### src/rtl/dafir_pkg.sv
package dafir_pkg;

  function automatic int da_acc_w(int data_w, int coef_w, int taps);
    return data_w + coef_w + $clog2(taps);
  endfunction

  function automatic int da_groups(int taps, int grp);
    return (taps + grp - 1) / grp;
  endfunction

endpackage

### src/rtl/dafir_delay.sv
module dafir_delay #(
  parameter int DATA_W   = 8,
  parameter int NUM_TAPS = 10
) (
  input  logic                             clk_i,
  input  logic                             rst_ni,
  input  logic                             shift_i,
  input  logic [DATA_W-1:0]                data_i,
  output logic [NUM_TAPS-1:0][DATA_W-1:0]  line_o
);

  logic [NUM_TAPS-1:0][DATA_W-1:0] line_q;

  always_ff @(posedge clk_i or negedge rst_ni) begin
    if (!rst_ni) begin
      line_q <= '0;
    end else if (shift_i) begin
      line_q[0] <= data_i;
      for (int k = 1; k < NUM_TAPS; k++) line_q[k] <= line_q[k-1];
    end
  end

  assign line_o = line_q;

endmodule

### src/rtl/dafir_group.sv
module dafir_group #(
  parameter int                          DATA_W     = 8,
  parameter int                          COEF_W     = 8,
  parameter int                          NUM_TAPS   = 10,
  parameter int                          GROUP_TAPS = 4,
  parameter int                          GROUP_BASE = 0,
  parameter int                          ACC_W      = 20,
  parameter logic [NUM_TAPS*COEF_W-1:0]  COEFS      = '0
) (
  input  logic                               clk_i,
  input  logic                               rst_ni,
  input  logic                               load_i,
  input  logic [GROUP_TAPS-1:0][DATA_W-1:0]  taps_i,
  output logic signed [ACC_W-1:0]            part_o
);

  localparam int ROM_W     = COEF_W + $clog2(GROUP_TAPS) + 1;
  localparam int ROM_DEPTH = 1 << GROUP_TAPS;

  // sum of the group weights selected by the set bits of addr
  function automatic logic signed [ROM_W-1:0] rom_entry(int addr);
    logic signed [ROM_W-1:0]  s;
    logic signed [COEF_W-1:0] c;
    s = '0;
    for (int t = 0; t < GROUP_TAPS; t++) begin
      if ((((addr >> t) & 1) == 1) && (GROUP_BASE + t < NUM_TAPS)) begin
        c = COEFS[(GROUP_BASE+t)*COEF_W +: COEF_W];
        s = s + ROM_W'(c);
      end
    end
    return s;
  endfunction

  logic signed [ROM_W-1:0] rom [ROM_DEPTH];

  for (genvar a = 0; a < ROM_DEPTH; a++) begin : g_rom
    assign rom[a] = rom_entry(a);
  end

  logic [GROUP_TAPS-1:0]   addr;
  logic signed [ACC_W-1:0] term;
  logic signed [ACC_W-1:0] sum_d;
  logic signed [ACC_W-1:0] part_q;

  always_comb begin
    sum_d = '0;
    addr  = '0;
    term  = '0;
    for (int b = 0; b < DATA_W; b++) begin
      for (int t = 0; t < GROUP_TAPS; t++) addr[t] = taps_i[t][b];
      term = ACC_W'(rom[addr]) <<< b;
      // sign slice carries negative weight
      if (b == DATA_W - 1) sum_d = sum_d - term;
      else                 sum_d = sum_d + term;
    end
  end

  always_ff @(posedge clk_i or negedge rst_ni) begin
    if (!rst_ni)     part_q <= '0;
    else if (load_i) part_q <= sum_d;
  end

  assign part_o = part_q;

endmodule

### src/rtl/dafir_adder.sv
module dafir_adder #(
  parameter int NUM_GROUPS = 3,
  parameter int ACC_W      = 20
) (
  input  logic                              clk_i,
  input  logic                              rst_ni,
  input  logic                              load_i,
  input  logic [NUM_GROUPS-1:0][ACC_W-1:0]  parts_i,
  output logic [ACC_W-1:0]                  sum_o
);

  logic [ACC_W-1:0] sum_d;
  logic [ACC_W-1:0] sum_q;

  always_comb begin
    sum_d = '0;
    for (int g = 0; g < NUM_GROUPS; g++) sum_d = sum_d + parts_i[g];
  end

  always_ff @(posedge clk_i or negedge rst_ni) begin
    if (!rst_ni)     sum_q <= '0;
    else if (load_i) sum_q <= sum_d;
  end

  assign sum_o = sum_q;

endmodule

### src/rtl/dafir_filter.sv
module dafir_filter #(
  parameter int                         DATA_W     = 8,
  parameter int                         COEF_W     = 8,
  parameter int                         NUM_TAPS   = 10,
  parameter int                         GROUP_TAPS = 4,
  parameter logic [NUM_TAPS*COEF_W-1:0] COEFS      = {8'hCE, 8'h64, 8'h01, 8'hB3, 8'h00,
                                                      8'h19, 8'hFD, 8'h40, 8'h80, 8'h7F},
  localparam int ACC_W = dafir_pkg::da_acc_w(DATA_W, COEF_W, NUM_TAPS)
) (
  input  logic              clk_i,
  input  logic              rst_ni,
  input  logic              in_valid_i,
  input  logic [DATA_W-1:0] in_data_i,
  output logic              out_valid_o,
  output logic [ACC_W-1:0]  out_data_o
);

  localparam int NUM_GROUPS = dafir_pkg::da_groups(NUM_TAPS, GROUP_TAPS);

  logic                                          shift_q;
  logic                                          grp_q;
  logic                                          out_q;
  logic [NUM_TAPS-1:0][DATA_W-1:0]               line;
  logic [NUM_GROUPS-1:0][GROUP_TAPS-1:0][DATA_W-1:0] grp_taps;
  logic [NUM_GROUPS-1:0][ACC_W-1:0]              parts;

  always_ff @(posedge clk_i or negedge rst_ni) begin
    if (!rst_ni) begin
      shift_q <= 1'b0;
      grp_q   <= 1'b0;
      out_q   <= 1'b0;
    end else begin
      shift_q <= in_valid_i;
      grp_q   <= shift_q;
      out_q   <= grp_q;
    end
  end

  dafir_delay #(
    .DATA_W  (DATA_W),
    .NUM_TAPS(NUM_TAPS)
  ) u_delay (
    .clk_i  (clk_i),
    .rst_ni (rst_ni),
    .shift_i(in_valid_i),
    .data_i (in_data_i),
    .line_o (line)
  );

  for (genvar g = 0; g < NUM_GROUPS; g++) begin : g_grp
    for (genvar t = 0; t < GROUP_TAPS; t++) begin : g_tap
      if (g * GROUP_TAPS + t < NUM_TAPS) begin : g_real
        assign grp_taps[g][t] = line[g*GROUP_TAPS+t];
      end else begin : g_pad
        assign grp_taps[g][t] = '0;
      end
    end

    dafir_group #(
      .DATA_W    (DATA_W),
      .COEF_W    (COEF_W),
      .NUM_TAPS  (NUM_TAPS),
      .GROUP_TAPS(GROUP_TAPS),
      .GROUP_BASE(g * GROUP_TAPS),
      .ACC_W     (ACC_W),
      .COEFS     (COEFS)
    ) u_group (
      .clk_i (clk_i),
      .rst_ni(rst_ni),
      .load_i(shift_q),
      .taps_i(grp_taps[g]),
      .part_o(parts[g])
    );
  end

  dafir_adder #(
    .NUM_GROUPS(NUM_GROUPS),
    .ACC_W     (ACC_W)
  ) u_adder (
    .clk_i  (clk_i),
    .rst_ni (rst_ni),
    .load_i (grp_q),
    .parts_i(parts),
    .sum_o  (out_data_o)
  );

  assign out_valid_o = out_q;

endmodule

### config.mk
export PLATFORM = sky130hd
export DESIGN_NAME = dafir_filter
export DESIGN_NICKNAME = d
export VERILOG_FILES = /design/src/rtl/dafir_pkg.sv /design/src/rtl/dafir_delay.sv /design/src/rtl/dafir_group.sv /design/src/rtl/dafir_adder.sv /design/src/rtl/dafir_filter.sv
export SDC_FILE = /design/constraint.sdc
export NUM_CORES = 1
export LEC_CHECK = 0
export ABC_AREA = 1
export BUFFER_PORTS_ARGS = -buffer_cell sky130_fd_sc_hd__buf_2
export CAP_MARGIN = 20
export CORE_MARGIN = 3
export CORE_UTILIZATION = 30
export CTS_BUF_LIST = sky130_fd_sc_hd__clkbuf_16
export DETAILED_ROUTE_END_ITERATION = 12
export PLACE_DENSITY = 0.47
export REMOVE_ABC_BUFFERS = 1
export SLEW_MARGIN = 20
export SYNTH_ARGS = -nofsm -noshare
export SYNTH_HDL_FRONTEND = slang
export SYNTH_SLANG_ARGS = --single-unit
### constraint.sdc
create_clock -name clk_i -period 6.33 [get_ports clk_i]
set_input_delay 1.5825 -clock clk_i [delete_from_list [all_inputs] [get_ports clk_i]]
set_output_delay 1.5825 -clock clk_i [all_outputs]
set_load 0.005 [all_outputs]
Word level (Yosys, flattened, before mapping)

Memory sizes are Yosys's and may differ from the RTL's.
Index checks and enable logic that the tools add are counted.
Widths: inputs -> output; s select.

Register bits: 163
Input port bits: 11
Output and inout port bits: 21
Memory bits (read-only): 4224
Memories kept: 24
Word-level logic and storage cells: 160

Memories:

| name            | words | bits a word | read ports | clocked after memory_dff | write ports | line              | RTL |
|---|---|---|---|---|---|---|---|
| (no name shown) | 16    | 11          | 1          | 0                        | 0           | dafir_group.sv:51 | `term = ACC_W'(rom[addr]) <<< b;` |
| (no name shown) | 16    | 11          | 1          | 0                        | 0           | dafir_group.sv:51 |  |
| (no name shown) | 16    | 11          | 1          | 0                        | 0           | dafir_group.sv:51 |  |
| (no name shown) | 16    | 11          | 1          | 0                        | 0           | dafir_group.sv:51 |  |
| (no name shown) | 16    | 11          | 1          | 0                        | 0           | dafir_group.sv:51 |  |
| (no name shown) | 16    | 11          | 1          | 0                        | 0           | dafir_group.sv:51 |  |
| +18 memories    | --    | --          | --         | --                       | --          | --                |  |

Add/subtract/negate cells: 23
$lt $le $gt $ge: 24
Multiplexer cells: 48
Bitwise gates (word level): 24

Operator list:

| cell               | number |
|---|---|
| $mux 11            | 48 |
| $ge 5x5->1 const B | 24 |
| $not 4->5          | 16 |
| $add 20x14->20     | 3 |
| $add 20x15->20     | 3 |
| $add 20x16->20     | 3 |
| $add 20x17->20     | 3 |
| $sub 20x18->20     | 3 |
| $add 13x13->14     | 3 |
| $add 20x20->20     | 2 |
| $not 2->5          | 8 |
| $add 11x12->13     | 3 |

Logic depth before layout (Yosys ltp)

Gate-level depths: netlist of the first run.

Depth in word-level cells: 11
Mapped depth: 33
Mapped depth without buffers: 33

Hierarchy

A second synthesis of the first run with hierarchy kept.

Cell total of the unflattened synthesis: 2132
Area, all modules: 17222.8 µm²

By module, submodules not included:

| module                         | area an instance (µm²) | seq. area each (µm²) | cells an instance | times used |
|---|---|---|---|---|
| dafir_group (g_grp[0].u_group) | 4430.5                 | 475.5                | 578               | 1 |
| dafir_group (g_grp[1].u_group) | 3956.3                 | 475.5                | 481               | 1 |
| dafir_group (g_grp[2].u_group) | 3525.9                 | 450.4                | 440               | 1 |
| dafir_delay                    | 3049.2                 | 2001.9               | 338               | 1 |
| dafir_adder                    | 2182.1                 | 500.5                | 291               | 1 |
| dafir_filter                   | 78.8                   | 75.1                 | 4                 | 1 |

Least setup slack after synthesis of the first run

OpenSTA, ideal clock, no wires.

Kind: register -> register
Start: reg u_delay.line_q (netlist bit u_delay.line_o[34])
End: reg g_grp[1].u_group.part_q[19]
Cell stages (with the launch flop): 31
Setup time: 0.116 ns
Period minus slack after synthesis: 5.421 ns
Path slack: 0.909 ns
Data arrival time: 5.304 ns
Cells stage by stage: dfrtp_1 > inv_1 > ha_1 > xor2_1 > fa_1 > inv_1 > ha_1 > fa_1 > nand3_1 > nand2_1 > nand2_1 > nand2_1 > a21oi_1 > xor2_1 > inv_1 > fa_1 > inv_1 > fa_1 > fa_1 > inv_1 > ha_1 > nand2_1 > nor2_1 > nor2_1 > nand2_2 > nand2_1 > nand2_1 > nand2_1 > nand2_1 > nand2_1 > nand2_1

Longest elaborated chain between the ends: 10

Ends and longest elaborated chain:

| element                                     | line              | RTL |
|---|---|---|
| from (decl)                                 | dafir_delay.sv:12 | `logic [NUM_TAPS-1:0][DATA_W-1:0] line_q;` |
| $not 4->5 (implied by the code)             | dafir_group.sv:51 |  |
| $mem_v2 16x11                               | --                |  |
| $mux 11 (implied by the code) (2 in series) | dafir_group.sv:51 |  |
| $add 13x13->14                              | dafir_group.sv:54 | `else sum_d = sum_d + term;` |
| $add 20x14->20                              | dafir_group.sv:54 |  |
| $add 20x15->20                              | dafir_group.sv:54 |  |
| $add 20x16->20                              | dafir_group.sv:54 |  |
| $add 20x17->20                              | dafir_group.sv:54 |  |
| $sub 20x18->20                              | dafir_group.sv:53 | `if (b == DATA_W - 1) sum_d = sum_d - term;` |
| to (signal assigned)                        | dafir_group.sv:60 | `else if (load_i) part_q <= sum_d;` |
| to (decl)                                   | dafir_group.sv:43 | `logic signed [ACC_W-1:0] part_q;` |

No other way between the ends. The select of a mux whose other input is x is not followed.
A chain may end at the register's enable or synchronous reset.

Worst setup path after layout of the first run

Start: reg u_delay.line_q (netlist bit u_delay.line_o[34])
End: reg g_grp[1].u_group.part_q[17]

Same word-level chain as after synthesis.

==> results.sh, run 1 <==
export IMPL_setup_violations_final=0
export IMPL_timing_final_ws_setup_ns=0.504
export IMPL_floorplan_die_height_um=243
export IMPL_slew_limit_headroom_pct=31.1
export IMPL_dp_hpwl_mm=32.8
export IMPL_port_buffers=31
export IMPL_place_congestion=0.864
export IMPL_dieArea_sq_um=58800
export IMPL_timing_critical_path_slowest_stage_cell="sky130_fd_sc_hd__fa_1"
export IMPL_fin_worst_skew_ns=0.0210
export IMPL_synth_cells=2084
export IMPL_fmax_mhz=172
export IMPL_synth_edf_count=0
export IMPL_die_width_um=243
export IMPL_drtIter0Drc=699
export IMPL_layout_core_utilization_pct=33.4
export IMPL_final_antenna_net_count=0
export IMPL_synth_seq_area_share_pct=24.2
export IMPL_htreeDepth=4
export IMPL_crit_fanout=5
export IMPL_grtUsageTotal_pct=14.4
export IMPL_cp_data_arrival_time_ns=6.21
export IMPL_clk_path_buf_depth=2
export IMPL_cts_buffers=17
export IMPL_synthDistinctLibCells=39
export IMPL_synth_top_area_share_pct=24.2
export IMPL_outcome="completed"
export IMPL_via_count=12515
export IMPL_worst_pin_slew_ns=1.02
export IMPL_synth_async_sr_flop_share_pct=100
export IMPL_cts_tree="yes"
export IMPL_hold_path_startpoint="u_adder.sum_o[1]$_DFFE_PN0P_"
export IMPL_hold_slack_ns=0.476
export IMPL_timing_critical_path_slowest_cell_delay_ns=0.51
export IMPL_cts_sinks=162
export IMPL_synth_cells_most_frequent="sky130_fd_sc_hd__nand2_1 (517), sky130_fd_sc_hd__inv_1 (408), sky130_fd_sc_hd__ha_1 (208)"
export IMPL_synth_top_cells_by_area="sky130_fd_sc_hd__dfrtp_1 (24%), sky130_fd_sc_hd__fa_1 (19%), sky130_fd_sc_hd__ha_1 (16%), sky130_fd_sc_hd__nand2_1 (12%), sky130_fd_sc_hd__inv_1 (9.1%)"
export IMPL_core_sq_um=55200
export IMPL_required_ns=6.72
export IMPL_report_final_slew_viol_count=0
export IMPL_fin_nets=2481
export IMPL_grt_max_degree=92
export IMPL_clk_pin_slew_worst_paths_ns=0.08
export IMPL_reg2reg_from="u_delay.line_o[34]$_DFFE_PN0P_"
export IMPL_synth_warnings=0
export IMPL_drive_gt1_share_pct=4.49
export IMPL_postSynthAreaPerCell_sq_um=8.05
export IMPL_initial_core_util_pct=30.4
export IMPL_hold_viol_final=0
export IMPL_synth_area_leader_cell="sky130_fd_sc_hd__dfrtp_1"
export IMPL_hold_path_class="reg -> reg"
export IMPL_final_fill_count=5854
export IMPL_clock_insertion_delay_worst_skew_ns=0.49
export IMPL_end_kind="flop"
export IMPL_post_place_ws_ns=0.384
export IMPL_setup_worst_path_start="u_delay.line_o[34]$_DFFE_PN0P_"
export IMPL_drt_via_density=4.37
export IMPL_detail_route_first_pass_iterations=5
export IMPL_grt_antenna_before_repair=2
export IMPL_synth_seq_cells=162
export IMPL_remaining_drc_errors=0
export IMPL_gr_total_overflow=0
export IMPL_grt_pass1_wl_mm=68.1
export IMPL_timing_worst_setup_path_type="reg -> reg"
export IMPL_routed_wire_length_per_instance_um=13.9
export IMPL_fin_crit_sh_pct=92.0
export IMPL_postSynth_topFlopCell="sky130_fd_sc_hd__dfrtp_1"
export IMPL_post_synth_instance_area_sq_um=16800
export IMPL_kind_of_start_point_of_the_critical_path="flop"
export IMPL_area_growth_syn_to_layout_pct=9.76
export IMPL_std_cell_rows=86
export IMPL_yosys_cell_count_top_type="sky130_fd_sc_hd__nand2_1"
export IMPL_final_min_clock_period_ns=5.83
export IMPL_setup_repair_after_global_routing_missed_its_margin="no"
export IMPL_routed_wirelength_mm=39.9
export IMPL_maxCapViolations=0
export IMPL_number_of_global_route_vias_before_repair=13071
export IMPL_io_pin_count=32
export IMPL_clock_root_buffer="sky130_fd_sc_hd__clkbuf_16"
export IMPL_setup_tns_ns=0
==> state kept, by name, summed over array words and instances, names as in the netlist <==
register / cells
g_grp.u_group.part_o: 59
u_adder.sum_o: 20
shift_q: 1
grp_q: 1
out_valid_o: 1
u_delay.line_o: 80
==> worst max-delay path: cells and delay by family, from the launching register on <==
family          cells  cell delay (ns)
compound gates      3             0.47
xor+xnor            1             0.19
fa+ha+maj           8             3.40
buf+inv             5             0.33
flops               1             0.42
simple gates        9             0.91
==> logic make-up after synthesis <==
family / after synthesis / share of synthesized area, %
compound gates: 282 / 8.83
xor+xnor: 72 / 3.76
fa+ha+maj: 368 / 34.6
buf+inv: 454 / 10.4
flops: 162 / 24.2
mux: 3 / 0.179
simple gates: 743 / 18.1
==> area by class of cell <==
class	instances	area, sq um	area share [%]
Antenna cell	1	2.50	0.0136
Clock buffer	17	425	2.31
Multi-Input combinational cell	1468	11000	59.6
Tap cell	748	936	5.08
Clock inverter	15	238	1.29
Timing Repair Buffer	36	214	1.16
Sequential cell	162	4060	22.0
Inverter	417	1570	8.50
==> what timing repair did <==
| action | CTS | global route |
|---|---|---|
| buffers inserted | 0 | 0 |
| hold buffers | 0 | 0 |
| endpoints found under the setup margin | 0 | 7 |
| resized for setup | 0 | 3 |
==> final timing paths <==
path | endpoint | slack [ns] | depth (start not counted)
worst max-delay path | g_grp[1].u_group.part_o[17]$_DFFE_PN0P_ | 0.50 | 26
worst min-delay path | u_adder.sum_o[1]$_DFFE_PN0P_ | 0.48 | 2
worst max register to register | g_grp[1].u_group.part_o[17]$_DFFE_PN0P_ | 0.50 | 26
worst min register to register | u_adder.sum_o[1]$_DFFE_PN0P_ | 0.48 | 2
max in group asynchronous | u_delay.line_o[34]$_DFFE_PN0P_ | 4.18 | 2
min in group asynchronous | u_adder.sum_o[18]$_DFFE_PN0P_ | 1.14 | 1
==> layer usage <==
| layer | share of wire, % | global-route usage, % | routed length, um | up-vias |
|---|---|---|---|---|
| li1 | - | - | - | 6525 |
| met1 | 51 | 20.2 | 20400 | 5822 |
| met2 | 45 | 23.3 | 17900 | 144 |
| met3 | 2.5 | 2.53 | 1000 | 24 |
| met4 | 1.3 | 3.48 | 518 | 0 |
| met5 | 0 | 0 | 0 | - |
==> layout by cell type (no fill, tap or decap), types with 4 or more instances in the layout <==
cell	count
sky130_fd_sc_hd__nand2_1	517
sky130_fd_sc_hd__inv_1	407
sky130_fd_sc_hd__ha_1	208
sky130_fd_sc_hd__dfrtp_1	161
sky130_fd_sc_hd__fa_1	160
sky130_fd_sc_hd__o21ai_0	142
sky130_fd_sc_hd__a21oi_1	95
sky130_fd_sc_hd__nand3_1	94
sky130_fd_sc_hd__nor2_1	85
sky130_fd_sc_hd__xnor2_1	37
sky130_fd_sc_hd__xor2_1	35
sky130_fd_sc_hd__buf_2	29
sky130_fd_sc_hd__o21ai_1	20
sky130_fd_sc_hd__clkbuf_16	17
sky130_fd_sc_hd__nor3_1	12
sky130_fd_sc_hd__nand3b_1	12
sky130_fd_sc_hd__inv_2	10
sky130_fd_sc_hd__clkinv_8	10
sky130_fd_sc_hd__nand4_1	7
sky130_fd_sc_hd__and2_1	5
sky130_fd_sc_hd__buf_4	5
sky130_fd_sc_hd__o21bai_1	4
sky130_fd_sc_hd__nand2_2	4
==> stage by stage <==
| stage | area (sq um) | cells |
|---|---|---|
| after CTS | 18400 | 2863 |
| after detailed placement | 17800 | 2831 |
| after floorplan | 16600 | 2047 |
| final | 18400 | 2864 |
| after global routing | 18400 | 2863 |
| after global placement | 17800 | 2831 |
Power of run 1 is left out: the tool's default activity adds up to more than one toggle a clock period on the data nets, which glitch-free logic cannot reach.
==> inputs of run 2 (changes only) <==
--- a/config.mk
+++ b/config.mk
@@ -7,7 +7,7 @@
 export LEC_CHECK = 0
 export ABC_AREA = 1
 export BUFFER_PORTS_ARGS = -buffer_cell sky130_fd_sc_hd__buf_2
-export CAP_MARGIN = 20
+export CAP_MARGIN = 10
 export CORE_MARGIN = 3
 export CORE_UTILIZATION = 30
 export CTS_BUF_LIST = sky130_fd_sc_hd__clkbuf_16
==> constraint.sdc (replaced) <==
create_clock -name clk_i -period 5.6 [get_ports clk_i]
set_input_delay 1.4 -clock clk_i [delete_from_list [all_inputs] [get_ports clk_i]]
set_output_delay 1.4 -clock clk_i [all_outputs]
set_load 0.005 [all_outputs]
==> results.sh, run 2 (synthesis gave the netlist of run 1 again) <==
export IMPL_outcome="completed"
export IMPL_worst_hold_path_num_cells=2
export IMPL_initial_core_util_pct=30.4
export IMPL_cts_tree="yes"
export IMPL_fmax_mhz=187
export IMPL_dp_hpwl_mm=33.6
export IMPL_routed_wire_length_per_instance_um=14.1
export IMPL_drt_via_density=4.42
export IMPL_fin_nets=2573
export IMPL_slew_limit_headroom_pct=37.5
export IMPL_die_width_um=243
export IMPL_remaining_drc_errors=0
export IMPL_seq_area_sq_um=4060
export IMPL_clk_pin_slew_worst_paths_ns=0.07
export IMPL_fin_crit_sh_pct=95.6
export IMPL_worst_pin_slew_ns=0.938
export IMPL_post_route_cell_area_sq_um=19800
export IMPL_reg2reg_from="u_delay.line_o[2]$_DFFE_PN0P_"
export IMPL_setup_repair_after_global_routing_missed_its_margin="yes"
export IMPL_final_fill_count=5773
export IMPL_grt_max_degree=90
export IMPL_report_final_slew_viol_count=0
export IMPL_io_pin_count=32
export IMPL_detail_route_first_pass_iterations=5
export IMPL_clk_path_buf_depth=2
export IMPL_crit_fanout=4
export IMPL_core_sq_um=55200
export IMPL_crit_reg2reg_capture="g_grp[0].u_group.part_o[19]$_DFFE_PN0P_"
export IMPL_grt_pass1_wl_mm=70.0
export IMPL_fin_worst_skew_ns=0.0132
export IMPL_timing_critical_path_slowest_stage_cell="sky130_fd_sc_hd__fa_2"
export IMPL_via_count=13068
export IMPL_grt_antenna_before_repair=1
export IMPL_final_antenna_net_count=0
export IMPL_final_min_clock_period_ns=5.36
export IMPL_cts_buffers=17
export IMPL_floorplan_die_height_um=243
export IMPL_dieArea_sq_um=58800
export IMPL_timing_final_ws_setup_ns=0.244
export IMPL_timing_critical_path_slowest_cell_delay_ns=0.56
export IMPL_gr_total_overflow=0
export IMPL_multi_input_area_sq_um=11800
export IMPL_hold_viol_final=0
export IMPL_cts_sinks=162
export IMPL_clock_root_buffer="sky130_fd_sc_hd__clkbuf_16"
export IMPL_setup_violations_final=0
export IMPL_r2r_cells=29
export IMPL_kind_of_start_point_of_the_critical_path="flop"
export IMPL_hold_path_class="reg -> reg"
export IMPL_layout_common_cells="sky130_fd_sc_hd__nand2_1 (493), sky130_fd_sc_hd__inv_1 (387), sky130_fd_sc_hd__dfrtp_1 (161)"
export IMPL_maxCapViolations=0
export IMPL_htreeDepth=4
export IMPL_largest_register_ff_count=80
export IMPL_drtIter0Drc=526
export IMPL_clock_insertion_delay_worst_skew_ns=0.49
export IMPL_worst_setup_path_endpoint="g_grp[0].u_group.part_o[19]$_DFFE_PN0P_"
export IMPL_path_common_cell="sky130_fd_sc_hd__inv_2"
export IMPL_place_congestion=0.868
export IMPL_number_of_global_route_vias_before_repair=13462
export IMPL_required_ns=5.98
export IMPL_hold_path_startpoint="u_adder.sum_o[0]$_DFFE_PN0P_"
export IMPL_cp_data_arrival_time_ns=5.74
export IMPL_routed_wirelength_mm=41.7
export IMPL_area_growth_syn_to_layout_pct=18.2
export IMPL_timing_worst_setup_path_type="reg -> reg"
export IMPL_ctsHoldBuffers=0
export IMPL_rrSetupSlack_ns=0.24
export IMPL_drive_gt1_share_pct=15.1
export IMPL_setup_worst_path_start="u_delay.line_o[2]$_DFFE_PN0P_"
export IMPL_placed_area_sq_um=18400
export IMPL_post_place_ws_ns=-0.196
export IMPL_layout_commonest_cell="sky130_fd_sc_hd__nand2_1"
export IMPL_end_kind="flop"
export IMPL_port_buffers=31
export IMPL_n_antenna_cell=0
export IMPL_grtUsageTotal_pct=14.9
export IMPL_std_cell_rows=86
-- run 2: how the worst min path moves through the flow --
stage                                                   endpoint  slack (ns)
after global routing                u_adder.sum_o[0]$_DFFE_PN0P_        0.50
final                               u_adder.sum_o[0]$_DFFE_PN0P_        0.47
after detailed placement            u_adder.sum_o[0]$_DFFE_PN0P_        0.46
after global placement              u_adder.sum_o[1]$_DFFE_PN0P_        0.45
after CTS                           u_adder.sum_o[0]$_DFFE_PN0P_        0.47
after floorplan           g_grp[0].u_group.part_o[0]$_DFFE_PN0P_        0.45
-- run 2: layer usage --
layer | global-route usage (%) | wire [um] | vias to the layer above
li1 | - | - | 6678
met1 | 20.7 | 20900 | 6243
met2 | 23.6 | 19000 | 116
met3 | 2.74 | 1100 | 31
met4 | 4.15 | 689 | 0
met5 | 0 | 0 | -
-- run 2: cell type report --
type / instances / area share, %
inverters: 417 / 7.89
clock inverters: 14 / 0.857
repair buffers: 128 / 4.53
flip-flops and latches: 162 / 20.4
well taps: 748 / 4.72
clock buffers: 17 / 2.14
multi-input cells: 1468 / 59.4
-- run 2: worst max-delay path, delay by kind of cell (launching register included) --
kind | cells | cell delay [ns]
and+or+nand+nor | 11 | 0.75
AOI/OAI and AO/OA | 3 | 0.44
buffers and inverters | 6 | 0.40
xor gates and xnor gates | 1 | 0.25
DFF | 1 | 0.41
adders and majority gates | 8 | 2.98
-- run 2: through the flow --
step / std cells / util, % / setup TNS [ns] / hold WS (ns)
after floorplan: 2047 / - / 0 / 0.448
after global placement: 2913 / 33.3 / -0.747 / 0.449
after detailed placement: 2913 / 33.3 / -1.15 / 0.457
after CTS: 2945 / 34.5 / 0 / 0.475
after global routing: 2954 / 36.0 / -0.232 / 0.498
final: 2954 / 36.0 / 0 / 0.470
-- run 2: timing repair --
action	4_1_cts	5_1_grt
resized for setup	20	166
setup buffers	1	10
pin swaps	9	70
endpoints found under the setup margin	10	33
Power of run 2 is left out for the same reason.
==> inputs of run 3 (changes only) <==
--- a/config.mk
+++ b/config.mk
@@ -11,10 +11,12 @@
 export CORE_MARGIN = 3
 export CORE_UTILIZATION = 30
 export CTS_BUF_LIST = sky130_fd_sc_hd__clkbuf_16
+export CTS_CLUSTER_SIZE = 10
 export DETAILED_ROUTE_END_ITERATION = 12
 export PLACE_DENSITY = 0.47
 export REMOVE_ABC_BUFFERS = 1
 export SLEW_MARGIN = 20
 export SYNTH_ARGS = -nofsm -noshare
 export SYNTH_HDL_FRONTEND = slang
+export SYNTH_HIERARCHICAL = 1
 export SYNTH_SLANG_ARGS = --single-unit
==> results.sh, run 3 <==
export IMPL_clock_insertion_delay_worst_skew_ns=0.48
export IMPL_r2r_cells=23
export IMPL_path_common_cell="sky130_fd_sc_hd__nand2_1"
export IMPL_cts_tree="yes"
export IMPL_setup_violations_final=0
export IMPL_hold_path_class="reg -> reg"
export IMPL_reg2reg_from="u_delay/line_o[3]$_DFFE_PN0P_"
export IMPL_grtUsageTotal_pct=13.9
export IMPL_outcome="completed"
export IMPL_detail_route_first_pass_iterations=5
export IMPL_clk_pin_slew_worst_paths_ns=0.08
export IMPL_via_count=12472
export IMPL_cp_depth=23
export IMPL_timing_critical_path_slowest_stage_cell="sky130_fd_sc_hd__fa_1"
export IMPL_layout_common_cells="sky130_fd_sc_hd__nand2_1 (673), sky130_fd_sc_hd__inv_1 (471), sky130_fd_sc_hd__fa_1 (203)"
export IMPL_ctsHoldBuffers=0
export IMPL_place_congestion=0.847
export IMPL_rrSetupSlack_ns=0.86
export IMPL_drtIter0Drc=536
export IMPL_remaining_drc_errors=0
export IMPL_cts_sinks=159
export IMPL_timing_critical_path_buf_inv=5
export IMPL_clock_root_buffer="sky130_fd_sc_hd__clkbuf_16"
export IMPL_n_antenna_cell=0
export IMPL_final_fill_count=6088
export IMPL_synth_cells=2131
export IMPL_initial_core_util_pct=30.4
export IMPL_grt_pass1_wl_mm=66.1
export IMPL_grt_antenna_before_repair=0
export IMPL_dp_hpwl_mm=33.6
export IMPL_timing_worst_setup_path_type="reg -> reg"
export IMPL_setup_tns_ns=0
export IMPL_cts_resized_gates=0
export IMPL_crit_fanout=6
export IMPL_port_buffers=31
export IMPL_cell_by_cell_listing_of_the_critical_path="ha_1 -> nand2_1 -> nand2_1 -> nand2_1 -> o21a_1 -> inv_1 -> fa_1 -> fa_1 -> inv_1 -> fa_1 -> inv_1 -> fa_1 -> inv_1 -> ha_1 -> nand2_1 -> nor2_2 -> inv_1 -> nor2_2 -> nand2_1 -> nand2_1 -> nand2_1 -> nand3_1 -> nand2_1"
export IMPL_kind_of_start_point_of_the_critical_path="flop"
export IMPL_routed_wire_length_per_instance_um=13.7
export IMPL_cp_data_arrival_time_ns=5.11
export IMPL_worst_setup_path_endpoint="g_grp[0].u_group/part_o[17]$_DFFE_PN0P_"
export IMPL_routed_wirelength_mm=40.0
export IMPL_htreeDepth=4
export IMPL_clk_path_buf_depth=2
export IMPL_report_final_slew_viol_count=0
export IMPL_timing_critical_path_max_delay_family="adder cells"
export IMPL_drive_gt1_share_pct=5.91
export IMPL_area_growth_syn_to_layout_pct=9.05
export IMPL_required_ns=5.97
export IMPL_floorplan_die_height_um=246
export IMPL_std_cell_rows=87
export IMPL_largest_register_ff_count=80
export IMPL_core_sq_um=56600
export IMPL_gr_total_overflow=0
export IMPL_dieArea_sq_um=60300
export IMPL_timing_critical_path_slowest_cell_delay_ns=0.62
export IMPL_hold_viol_final=0
export IMPL_fin_worst_skew_ns=0.0145
export IMPL_maxCapViolations=0
export IMPL_fin_nets=2544
export IMPL_worst_pin_slew_ns=0.815
export IMPL_setup_repair_after_global_routing_missed_its_margin="no"
export IMPL_number_of_global_route_vias_before_repair=12531
export IMPL_fin_crit_sh_pct=84.6
export IMPL_final_min_clock_period_ns=4.74
export IMPL_synth_warnings=6
export IMPL_slew_limit_headroom_pct=45.6
export IMPL_drt_via_density=4.27
export IMPL_postSynthAreaPerCell_sq_um=8.08
export IMPL_cts_buffers=17
export IMPL_post_synth_instance_area_sq_um=17200
export IMPL_grt_max_degree=109
export IMPL_layout_commonest_cell="sky130_fd_sc_hd__nand2_1"
export IMPL_end_kind="flop"
export IMPL_fmax_mhz=211
export IMPL_final_antenna_net_count=0
export IMPL_io_pin_count=32
export IMPL_die_width_um=246
export IMPL_setup_worst_path_start="u_delay/line_o[3]$_DFFE_PN0P_"
export IMPL_cts_setup_buffers=0
export IMPL_crit_reg2reg_capture="g_grp[0].u_group/part_o[17]$_DFFE_PN0P_"
## run 3: cell type report
type	count	area, sq um	share of cell area (%)
repair buffers	36	214	1.14
inverters	489	1840	9.80
clock buffers	17	425	2.27
well taps	756	946	5.04
multi-input cells	1448	11200	59.4
clock inverters	15	214	1.14
flip-flops and latches	159	3980	21.2
## run 3: how the worst min path moves through the flow
stage,from,end,slack (ns),cells past startpoint
final,u_delay/line_o[42]$_DFFE_PN0P_,u_delay/line_o[42]$_DFFE_PN0P_,0.47,2
after global routing,u_delay/line_o[46]$_DFFE_PN0P_,u_delay/line_o[46]$_DFFE_PN0P_,0.50,2
after CTS,u_delay/line_o[45]$_DFFE_PN0P_,u_delay/line_o[45]$_DFFE_PN0P_,0.48,2
after detailed placement,u_delay/line_o[45]$_DFFE_PN0P_,u_delay/line_o[45]$_DFFE_PN0P_,0.46,2
after global placement,u_delay/line_o[47]$_DFFE_PN0P_,u_delay/line_o[47]$_DFFE_PN0P_,0.46,2
after floorplan,g_grp[0].u_group/part_o[0]$_DFFE_PN0P_,g_grp[0].u_group/part_o[0]$_DFFE_PN0P_,0.44,2
## run 3: through the flow
stage          cells  cell area, sq um  hold WS, ns  utilization (%)  setup slack (ns)
4_1_cts         2920             18800        0.477             33.2             0.816
2_1_floorplan   2096             17000        0.442                -              1.17
5_1_grt         2920             18800        0.501             33.2             0.495
3_5_place_dp    2888             18100        0.458             32.0             0.828
3_3_place_gp    2888             18100        0.456             32.0             0.868
6_report        2920             18800        0.470             33.2             0.865
## run 3: worst min-delay path, cell delays in order (launching register included)
cell                      delay (ns)
sky130_fd_sc_hd__dfrtp_1        0.34
sky130_fd_sc_hd__nand2_1        0.05
sky130_fd_sc_hd__nand2_1        0.05
## run 3: metal layers
layer | GRT usage [%] | routed length [um] | part of all wire [%] | vias to the layer above
met1 | 19.4 | 20100 | 50 | 5973
li1 | - | - | - | 6374
met3 | 2.12 | 787 | 2.0 | 28
met5 | 0 | 0 | 0 | -
met2 | 22.2 | 18600 | 46 | 97
met4 | 3.99 | 589 | 1.5 | 0
Power of run 3 is left out for the same reason.
